<file path="config.mk">
export PLATFORM = sky130hd
export DESIGN_NAME = flash_cmd_decoder
export DESIGN_NICKNAME = d
export VERILOG_FILES = /design/src/rtl/flash_cmd_pkg.sv /design/src/rtl/flash_cmd_match.sv /design/src/rtl/flash_cmd_fsm.sv /design/src/rtl/flash_rd_mux.sv /design/src/rtl/flash_cmd_decoder.sv
export SDC_FILE = /design/constraint.sdc
export NUM_CORES = 1
export LEC_CHECK = 0
export BUFFER_PORTS_ARGS = -buffer_cell sky130_fd_sc_hd__buf_2
export CAP_MARGIN = 0
export CORE_MARGIN = 5
export CORE_UTILIZATION = 50
export CTS_CLUSTER_DIAMETER = 30
export CTS_CLUSTER_SIZE = 14
export DETAILED_ROUTE_END_ITERATION = 8
export MAX_ROUTING_LAYER = met4
export PLACE_DENSITY = 0.8
export RECOVER_POWER = 50
export SKIP_CTS_REPAIR_TIMING = 1
export SYNTH_ARGS = -nofsm -noshare
export SYNTH_HDL_FRONTEND = slang
export SYNTH_SLANG_ARGS = --single-unit
export TNS_END_PERCENT = 100
</file>
<file path="constraint.sdc">
create_clock -name clk -period 3.85 [get_ports clk]
set_input_delay 0.5775 -clock clk [delete_from_list [all_inputs] [get_ports clk]]
set_output_delay 0.5775 -clock clk [all_outputs]
set_load 0.01 [all_outputs]
</file>
<file path="src/rtl/flash_cmd_pkg.sv">
package flash_cmd_pkg;

    typedef enum logic [3:0] {
        ST_READ_ARRAY,
        ST_UNLK1,
        ST_UNLK2,
        ST_AUTOSEL,
        ST_PGM_WAIT,
        ST_ERS_SETUP,
        ST_ERS_UNLK1,
        ST_ERS_UNLK2,
        ST_ERS_WIN,
        ST_BUSY_PGM,
        ST_BUSY_ERS,
        ST_SUSPENDED
    } dec_state_e;

    typedef enum logic [1:0] {
        RD_ARRAY  = 2'd0,
        RD_SIG    = 2'd1,
        RD_STATUS = 2'd2
    } rd_mode_e;

    // Classified write cycle
    typedef struct packed {
        logic unlk1;    // AAh at coded 555h
        logic unlk2;    // 55h at coded AAAh
        logic at555;    // coded address equals 555h
        logic c_reset;  // F0h
        logic c_auto;   // 90h
        logic c_pgm;    // A0h
        logic c_ers;    // 80h
        logic c_blk;    // 30h
        logic c_chip;   // 10h
        logic c_susp;   // B0h
    } wr_decode_t;

endpackage

</file>
<file path="src/rtl/flash_cmd_match.sv">
module flash_cmd_match
    import flash_cmd_pkg::*;
#(
    parameter int CODED_W = 12,
    parameter int DATA_W  = 8
) (
    input  logic [CODED_W-1:0] addr_lo,
    input  logic [DATA_W-1:0]  wdata,
    output wr_decode_t         dec
);
    localparam logic [CODED_W-1:0] ADR_A = CODED_W'(12'h555);
    localparam logic [CODED_W-1:0] ADR_B = CODED_W'(12'hAAA);

    always_comb begin
        dec.at555   = (addr_lo == ADR_A);
        dec.unlk1   = dec.at555 && (wdata == DATA_W'(8'hAA));
        dec.unlk2   = (addr_lo == ADR_B) && (wdata == DATA_W'(8'h55));
        dec.c_reset = (wdata == DATA_W'(8'hF0));
        dec.c_auto  = (wdata == DATA_W'(8'h90));
        dec.c_pgm   = (wdata == DATA_W'(8'hA0));
        dec.c_ers   = (wdata == DATA_W'(8'h80));
        dec.c_blk   = (wdata == DATA_W'(8'h30));
        dec.c_chip  = (wdata == DATA_W'(8'h10));
        dec.c_susp  = (wdata == DATA_W'(8'hB0));
    end
endmodule

</file>
<file path="src/rtl/flash_cmd_fsm.sv">
module flash_cmd_fsm
    import flash_cmd_pkg::*;
#(
    parameter int ADDR_W    = 18,
    parameter int DATA_W    = 8,
    parameter int BLK_BITS  = 3,
    parameter int ERASE_WIN = 16,
    localparam int NBLK     = 1 << BLK_BITS,
    localparam int CNT_W    = $clog2(ERASE_WIN + 1)
) (
    input  logic                clk,
    input  logic                rst_n,
    input  logic                wr_stb,
    input  wr_decode_t          dec,
    input  logic [ADDR_W-1:0]   addr,
    input  logic [DATA_W-1:0]   wdata,
    input  logic                ctrl_done,
    output dec_state_e          state,
    output logic                susp_q,
    output logic [NBLK-1:0]     ers_mask,
    output logic                pgm_req,
    output logic [ADDR_W-1:0]   pgm_addr,
    output logic [DATA_W-1:0]   pgm_data,
    output logic                ers_start,
    output logic                susp_req,
    output logic                resume_req
);
    logic [BLK_BITS-1:0] blk;
    assign blk = addr[ADDR_W-1 -: BLK_BITS];

    dec_state_e          nxt, base;
    logic [NBLK-1:0]     nxt_mask;
    logic                nxt_susp;
    logic                pgm_fire, ers_fire, susp_fire, res_fire;
    logic                cnt_clr, cnt_inc;
    logic [CNT_W-1:0]    cnt;

    always_comb begin
        base      = susp_q ? ST_SUSPENDED : ST_READ_ARRAY;
        nxt       = state;
        nxt_mask  = ers_mask;
        nxt_susp  = susp_q;
        pgm_fire  = 1'b0;
        ers_fire  = 1'b0;
        susp_fire = 1'b0;
        res_fire  = 1'b0;
        cnt_clr   = 1'b0;
        cnt_inc   = 1'b0;
        unique case (state)
            ST_READ_ARRAY, ST_AUTOSEL, ST_SUSPENDED: if (wr_stb) begin
                if (dec.unlk1) begin
                    nxt = ST_UNLK1;
                end else if (state == ST_SUSPENDED && dec.c_blk) begin
                    nxt      = ST_BUSY_ERS;
                    nxt_susp = 1'b0;
                    res_fire = 1'b1;
                end else begin
                    nxt = base;
                end
            end
            ST_UNLK1: if (wr_stb) nxt = dec.unlk2 ? ST_UNLK2 : base;
            ST_UNLK2: if (wr_stb) begin
                nxt = base;
                if (dec.at555) begin
                    if (dec.c_pgm)                nxt = ST_PGM_WAIT;
                    else if (!susp_q && dec.c_auto) nxt = ST_AUTOSEL;
                    else if (!susp_q && dec.c_ers)  nxt = ST_ERS_SETUP;
                end
            end
            ST_PGM_WAIT: if (wr_stb) begin
                if (susp_q && ers_mask[blk]) begin
                    nxt = base;
                end else begin
                    nxt      = ST_BUSY_PGM;
                    pgm_fire = 1'b1;
                end
            end
            ST_ERS_SETUP: if (wr_stb) nxt = dec.unlk1 ? ST_ERS_UNLK1 : ST_READ_ARRAY;
            ST_ERS_UNLK1: if (wr_stb) nxt = dec.unlk2 ? ST_ERS_UNLK2 : ST_READ_ARRAY;
            ST_ERS_UNLK2: if (wr_stb) begin
                if (dec.c_blk) begin
                    nxt           = ST_ERS_WIN;
                    nxt_mask      = '0;
                    nxt_mask[blk] = 1'b1;
                    cnt_clr       = 1'b1;
                end else if (dec.c_chip && dec.at555) begin
                    nxt      = ST_BUSY_ERS;
                    nxt_mask = '1;
                    ers_fire = 1'b1;
                end else begin
                    nxt = ST_READ_ARRAY;
                end
            end
            ST_ERS_WIN: begin
                if (wr_stb) begin
                    if (dec.c_blk) begin
                        nxt_mask[blk] = 1'b1;
                        cnt_clr       = 1'b1;
                    end else begin
                        nxt      = ST_READ_ARRAY;
                        nxt_mask = '0;
                    end
                end else if (cnt == CNT_W'(ERASE_WIN - 1)) begin
                    nxt      = ST_BUSY_ERS;
                    ers_fire = 1'b1;
                end else begin
                    cnt_inc = 1'b1;
                end
            end
            ST_BUSY_PGM: if (ctrl_done) nxt = base;
            ST_BUSY_ERS: begin
                if (ctrl_done) begin
                    nxt      = ST_READ_ARRAY;
                    nxt_mask = '0;
                end else if (wr_stb && dec.c_susp) begin
                    nxt       = ST_SUSPENDED;
                    nxt_susp  = 1'b1;
                    susp_fire = 1'b1;
                end
            end
            default: nxt = ST_READ_ARRAY;
        endcase
    end

    // State register
    always_ff @(posedge clk or negedge rst_n) begin
        if (!rst_n) state <= ST_READ_ARRAY;
        else        state <= nxt;
    end

    // Output and context registers
    always_ff @(posedge clk or negedge rst_n) begin
        if (!rst_n) begin
            susp_q     <= 1'b0;
            ers_mask   <= '0;
            cnt        <= '0;
            pgm_req    <= 1'b0;
            pgm_addr   <= '0;
            pgm_data   <= '0;
            ers_start  <= 1'b0;
            susp_req   <= 1'b0;
            resume_req <= 1'b0;
        end else begin
            susp_q     <= nxt_susp;
            ers_mask   <= nxt_mask;
            pgm_req    <= pgm_fire;
            ers_start  <= ers_fire;
            susp_req   <= susp_fire;
            resume_req <= res_fire;
            if (cnt_clr)      cnt <= '0;
            else if (cnt_inc) cnt <= cnt + 1'b1;
            if (pgm_fire) begin
                pgm_addr <= addr;
                pgm_data <= wdata;
            end
        end
    end
endmodule

</file>
<file path="src/rtl/flash_rd_mux.sv">
module flash_rd_mux
    import flash_cmd_pkg::*;
#(
    parameter int          BLK_BITS = 3,
    parameter int          DATA_W   = 8,
    parameter logic [7:0]  MFR_ID   = 8'h20,
    parameter logic [7:0]  DEV_ID   = 8'hD5,
    localparam int         NBLK     = 1 << BLK_BITS
) (
    input  dec_state_e           state,
    input  logic                 susp_q,
    input  logic [NBLK-1:0]      ers_mask,
    input  logic [BLK_BITS-1:0]  rd_blk,
    input  logic [1:0]           sel,
    input  logic [NBLK-1:0]      blk_prot,
    input  logic [DATA_W-1:0]    arr_rdata,
    input  logic [DATA_W-1:0]    stat_in,
    output rd_mode_e             mode,
    output logic [DATA_W-1:0]    rdata
);
    logic [DATA_W-1:0] sig;

    always_comb begin
        unique case (state)
            ST_BUSY_PGM, ST_BUSY_ERS, ST_ERS_WIN: mode = RD_STATUS;
            ST_AUTOSEL:                           mode = RD_SIG;
            default: mode = (susp_q && ers_mask[rd_blk]) ? RD_STATUS : RD_ARRAY;
        endcase
    end

    always_comb begin
        unique case (sel)
            2'd0:    sig = DATA_W'(MFR_ID);
            2'd1:    sig = DATA_W'(DEV_ID);
            2'd2:    sig = DATA_W'(blk_prot[rd_blk]);
            default: sig = '0;
        endcase
    end

    always_comb begin
        unique case (mode)
            RD_SIG:    rdata = sig;
            RD_STATUS: rdata = stat_in;
            default:   rdata = arr_rdata;
        endcase
    end
endmodule

</file>
<file path="src/rtl/flash_cmd_decoder.sv">
module flash_cmd_decoder
    import flash_cmd_pkg::*;
#(
    parameter int          ADDR_W    = 18,
    parameter int          DATA_W    = 8,
    parameter int          BLK_BITS  = 3,
    parameter int          CODED_W   = 12,
    parameter int          ERASE_WIN = 16,
    parameter logic [7:0]  MFR_ID    = 8'h20,
    parameter logic [7:0]  DEV_ID    = 8'hD5,
    localparam int         NBLK      = 1 << BLK_BITS
) (
    input  logic               clk,
    input  logic               rst_n,
    input  logic               wr_stb,
    input  logic [ADDR_W-1:0]  addr,
    input  logic [DATA_W-1:0]  wdata,
    output logic [DATA_W-1:0]  rdata,
    output logic [1:0]         rd_mode,
    input  logic [DATA_W-1:0]  arr_rdata,
    input  logic [DATA_W-1:0]  stat_in,
    input  logic [NBLK-1:0]    blk_prot,
    input  logic               ctrl_done,
    output logic               pgm_req,
    output logic [ADDR_W-1:0]  pgm_addr,
    output logic [DATA_W-1:0]  pgm_data,
    output logic               ers_start,
    output logic [NBLK-1:0]    ers_mask,
    output logic               susp_req,
    output logic               resume_req
);
    wr_decode_t dec;
    dec_state_e state;
    rd_mode_e   mode;
    logic       susp_q;

    flash_cmd_match #(.CODED_W(CODED_W), .DATA_W(DATA_W)) match_i (
        .addr_lo (addr[CODED_W-1:0]),
        .wdata   (wdata),
        .dec     (dec)
    );

    flash_cmd_fsm #(
        .ADDR_W(ADDR_W), .DATA_W(DATA_W), .BLK_BITS(BLK_BITS), .ERASE_WIN(ERASE_WIN)
    ) fsm_i (
        .clk        (clk),
        .rst_n      (rst_n),
        .wr_stb     (wr_stb),
        .dec        (dec),
        .addr       (addr),
        .wdata      (wdata),
        .ctrl_done  (ctrl_done),
        .state      (state),
        .susp_q     (susp_q),
        .ers_mask   (ers_mask),
        .pgm_req    (pgm_req),
        .pgm_addr   (pgm_addr),
        .pgm_data   (pgm_data),
        .ers_start  (ers_start),
        .susp_req   (susp_req),
        .resume_req (resume_req)
    );

    flash_rd_mux #(
        .BLK_BITS(BLK_BITS), .DATA_W(DATA_W), .MFR_ID(MFR_ID), .DEV_ID(DEV_ID)
    ) mux_i (
        .state     (state),
        .susp_q    (susp_q),
        .ers_mask  (ers_mask),
        .rd_blk    (addr[ADDR_W-1 -: BLK_BITS]),
        .sel       (addr[1:0]),
        .blk_prot  (blk_prot),
        .arr_rdata (arr_rdata),
        .stat_in   (stat_in),
        .mode      (mode),
        .rdata     (rdata)
    );

    assign rd_mode = mode;
endmodule

</file>
==> flow_metrics.py <==
metrics = {
    "worst_setup_path": {
        "reg2reg_slack_ps": 1450,
        "r2r-end": "fsm_i.ers_mask[3]$_DFFE_PN0P_",
        "cp.required_ps": 3270,
        "critical-path-max-stage-delay_ps": 710,
        "crit_start": "fsm_i.state[1]$_DFFE_PN0P_",
        "endpoint_kind": "output port",
        "rr_worst_depth": 6,
        "critical_path_class": "flop to output port",
        "slowest_stage": "dfrtp_1",
        "crit_buf_inv": 1,
        "cp_cell_sequence": "and2_1 -> xnor2_1 -> o21a_1 -> a32o_1 -> a211o_1 -> buf_2",
        "critical_path.startpoint_type": "flop",
        "r2r-start": "fsm_i.state[1]$_DFFE_PN0P_",
        "critPathMaxFanout": 18,
        "crit_arrival_ps": 2410,
        "cpLargestDelayFamily": "compound AO/OA/AOI/OAI gates",
    },
    "synth": {
        "synth-seq-cells": 48,
        "synth_cell_types": 56,
        "synth_top_cell_area_share": 0.416,
        "synth_edf_count": 0,
        "synth_mux_area_frac": 0.148,
        "synth_fa_ha_area_frac": 0.00866,
        "syn_avg_cell_area_um2": 10.3,
        "synthArstFlopShare": 1.00,
        "syn_area_um2": 2890,
        "synth_area_leaders": "dfrtp_1, mux2_2, mux2i_1",
        "seq_area_frac_synth": 0.416,
        "synth.most_common_cell": "dfrtp_1",
        "synth_common_cells": "dfrtp_1, mux2_2, nand2_1, a21oi_1, nor3_1",
        "synth_top_family_by_area": "compound AO/OA/AOI/OAI gates",
        "synth_ff_type": "dfrtp_1",
        "synthSimpleGateAreaFrac": 0.190,
        "synth_compound_area_frac": 0.191,
        "synth_xor_area_frac": 0.0121,
        "synth_top_cell_by_area": "dfrtp_1",
        "syn_inst": 280,
        "syn-num-nets": 336,
        "yosysWarnings": 0,
    },
    "placement": {
        "dp.cells": 438,
        "io_buffer_count": 101,
        "routabilityCongestion": 0.926,
        "hpwlAfterDp_um": 5860,
    },
    "hold_path": {
        "min_delay_worst_endpoint": "fsm_i.pgm_addr[14]$_DFFE_PN0P_",
        "hold_depth": 2,
        "hold_path.class": "input pin to flop",
        "min_from": "addr[14]",
    },
    "floorplanning": {
        "num_rows": 27,
        "dieWidth_um": 86.0,
        "start_util": 0.519,
        "num_io_pins": 102,
        "dieHeight_um": 86.0,
        "core-area_um2": 5570,
        "die-area_um2": 7400,
    },
    "global_route": {
        "grt_start_max_net_pins": 49,
        "first_global_vias": 2704,
        "track_usage": 0.222,
        "gr-total-overflow": 0,
        "antenna_found_initial": 0,
        "grt_pass1_wl_um": 13000,
    },
    "clocking": {
        "numClockSinks": 48,
        "clkSlewWorstSetupHoldPaths_ps": 90,
        "clock_path_buffers": 2,
        "htreeDepth": 2,
        "cts_tree": "built",
        "clockRootBuffer": "clkbuf_8",
        "cts_made_buffers": 5,
        "clock_latency_ps": 300,
    },
    "sta": {
        "finClkSkew_ps": 4.16,
        "rsz0062_at_grt": "no",
        "drv_slew": 49,
        "setup_viol": 0,
        "finalHoldViolCount": 0,
        "tns_ps": 0,
        "slew_headroom": -0.663,
        "fmax_mhz": 335,
        "post-route-period-util": 0.776,
        "whs_ps": 499,
        "worst_pin_slew_ps": 2490,
        "period_minus_slack_ps": 2990,
    },
    "routing": {
        "drc": 0,
        "first_iter_violations": 256,
        "first_pass_iters": 5,
        "drt_wl_total_um": 7690,
        "wl_per_cell_um": 17.2,
        "antenna_left": 0,
        "vias": 2662,
        "via_per_inst": 5.97,
    },
    "status": {
        "failed_checks": "max-capacitance violations, max-slew violations",
        "status": "finished with violations",
    },
    "pwr": {
        "leakage_uw": 0.00162,
        "peakVddDrop_v": 0.000266,
        "cellPowerDensity_nw_per_um2": 587,
    },
    "final_layout": {
        "fin_cells": 446,
        "fin_util": 0.629,
        "synthToLayoutAreaGrowth_pct": 21.3,
        "nNetsFinal": 429,
        "diodes": 0,
        "layout-drive-gt1-share": 0.326,
    },
    "job": {
        "cap_violations": 1,
    },
}
## worst max path at each step
stage | endpoint | slack (ps) | cells after the start
floorplan | rdata[2] | 1230 | 6
global placement | rdata[0] | 1060 | 8
detailed placement | rdata[0] | 990 | 8
CTS | rdata[0] | 900 | 6
global route | rdata[2] | 710 | 5
finish | rdata[0] | 860 | 6
## placed cells by master (no fill, tap or decap), types with 2 or more instances in the layout
master / instances
ha_1: 2
nand3_1: 9
nand2b_1: 5
nor2_1: 13
o21ai_0: 8
nor4b_1: 3
nand2_1: 16
a2bb2oi_1: 2
nand4_1: 4
a211o_1: 3
dfrtp_1: 48
xnor2_1: 2
nor3b_1: 2
nor2b_1: 7
clkbuf_1: 25
a31oi_1: 4
a221o_1: 5
nor4_1: 3
o211ai_1: 2
buf_2: 76
o2bb2ai_1: 9
or3_1: 5
clkbuf_8: 6
nor4bb_1: 3
mux2i_1: 8
xor2_1: 2
nand4bb_1: 2
a22o_1: 2
a211oi_1: 2
a22oi_1: 3
and2_1: 2
and3_1: 3
a21oi_1: 14
o31a_1: 2
mux2_2: 31
nor3_1: 14
inv_1: 6
## worst reg2reg max path, cell delays in order (launching register included)
cell,delay [ps]
dfrtp_1,710
and2_1,380
nand3_1,190
o32ai_4,330
o221ai_4,230
o21bai_4,270
o2bb2ai_1,170
## where the power goes
part           switching, uW  internal [uW]  leakage (uW)
sequential               127            594      0.000634
combinational            521            424      0.000920
clock                    178            213     0.0000614
total                    827           1230       0.00162
## flip-flops by register name (all words and copies together) (netlist names)
signal	cells
fsm_i.resume_req	1
fsm_i.ers_mask	8
fsm_i.cnt	5
fsm_i.state	4
fsm_i.susp_q	1
fsm_i.pgm_data	8
fsm_i.susp_req	1
fsm_i.ers_start	1
fsm_i.pgm_req	1
fsm_i.pgm_addr	18
## layer usage
metal / vias to the layer above / share of wire / wire length (um) / track usage
met5: - / 0 / 0 / -
met4: 0 / 0.015 / 119 / 0.0504
met3: 12 / 0.064 / 495 / 0.0509
met2: 99 / 0.48 / 3670 / 0.346
met1: 1297 / 0.44 / 3400 / 0.293
li1: 1254 / - / - / -
## through the flow
step                instance area (um^2)  worst slack (ps)  power, uW
floorplan                           2890              1230       1370
global placement                    3420              1060       1650
detailed placement                  3420               993       1660
CTS                                 3540               904       2050
global route                        3510               713       2200
finish                              3510               862       2060
## area by class of cell
type,instances,area (um^2)
Multi-Input combinational cell,210,1590
Clock inverter,2,38.8
Fill cell,503,2070
Clock buffer,6,82.6
Sequential cell,48,1200
Timing Repair Buffer,102,482
Tap cell,72,90.1
Inverter,6,22.5
## kinds of logic (layout without fill, tap and decap cells)
family / after synthesis / count (layout)
compound gates: 69 / 69
xor+xnor: 4 / 4
fa+ha+maj: 2 / 2
buf+inv: 22 / 116
flops: 48 / 48
mux: 39 / 39
simple gates: 96 / 96
(Power assumes the default switching activity.)
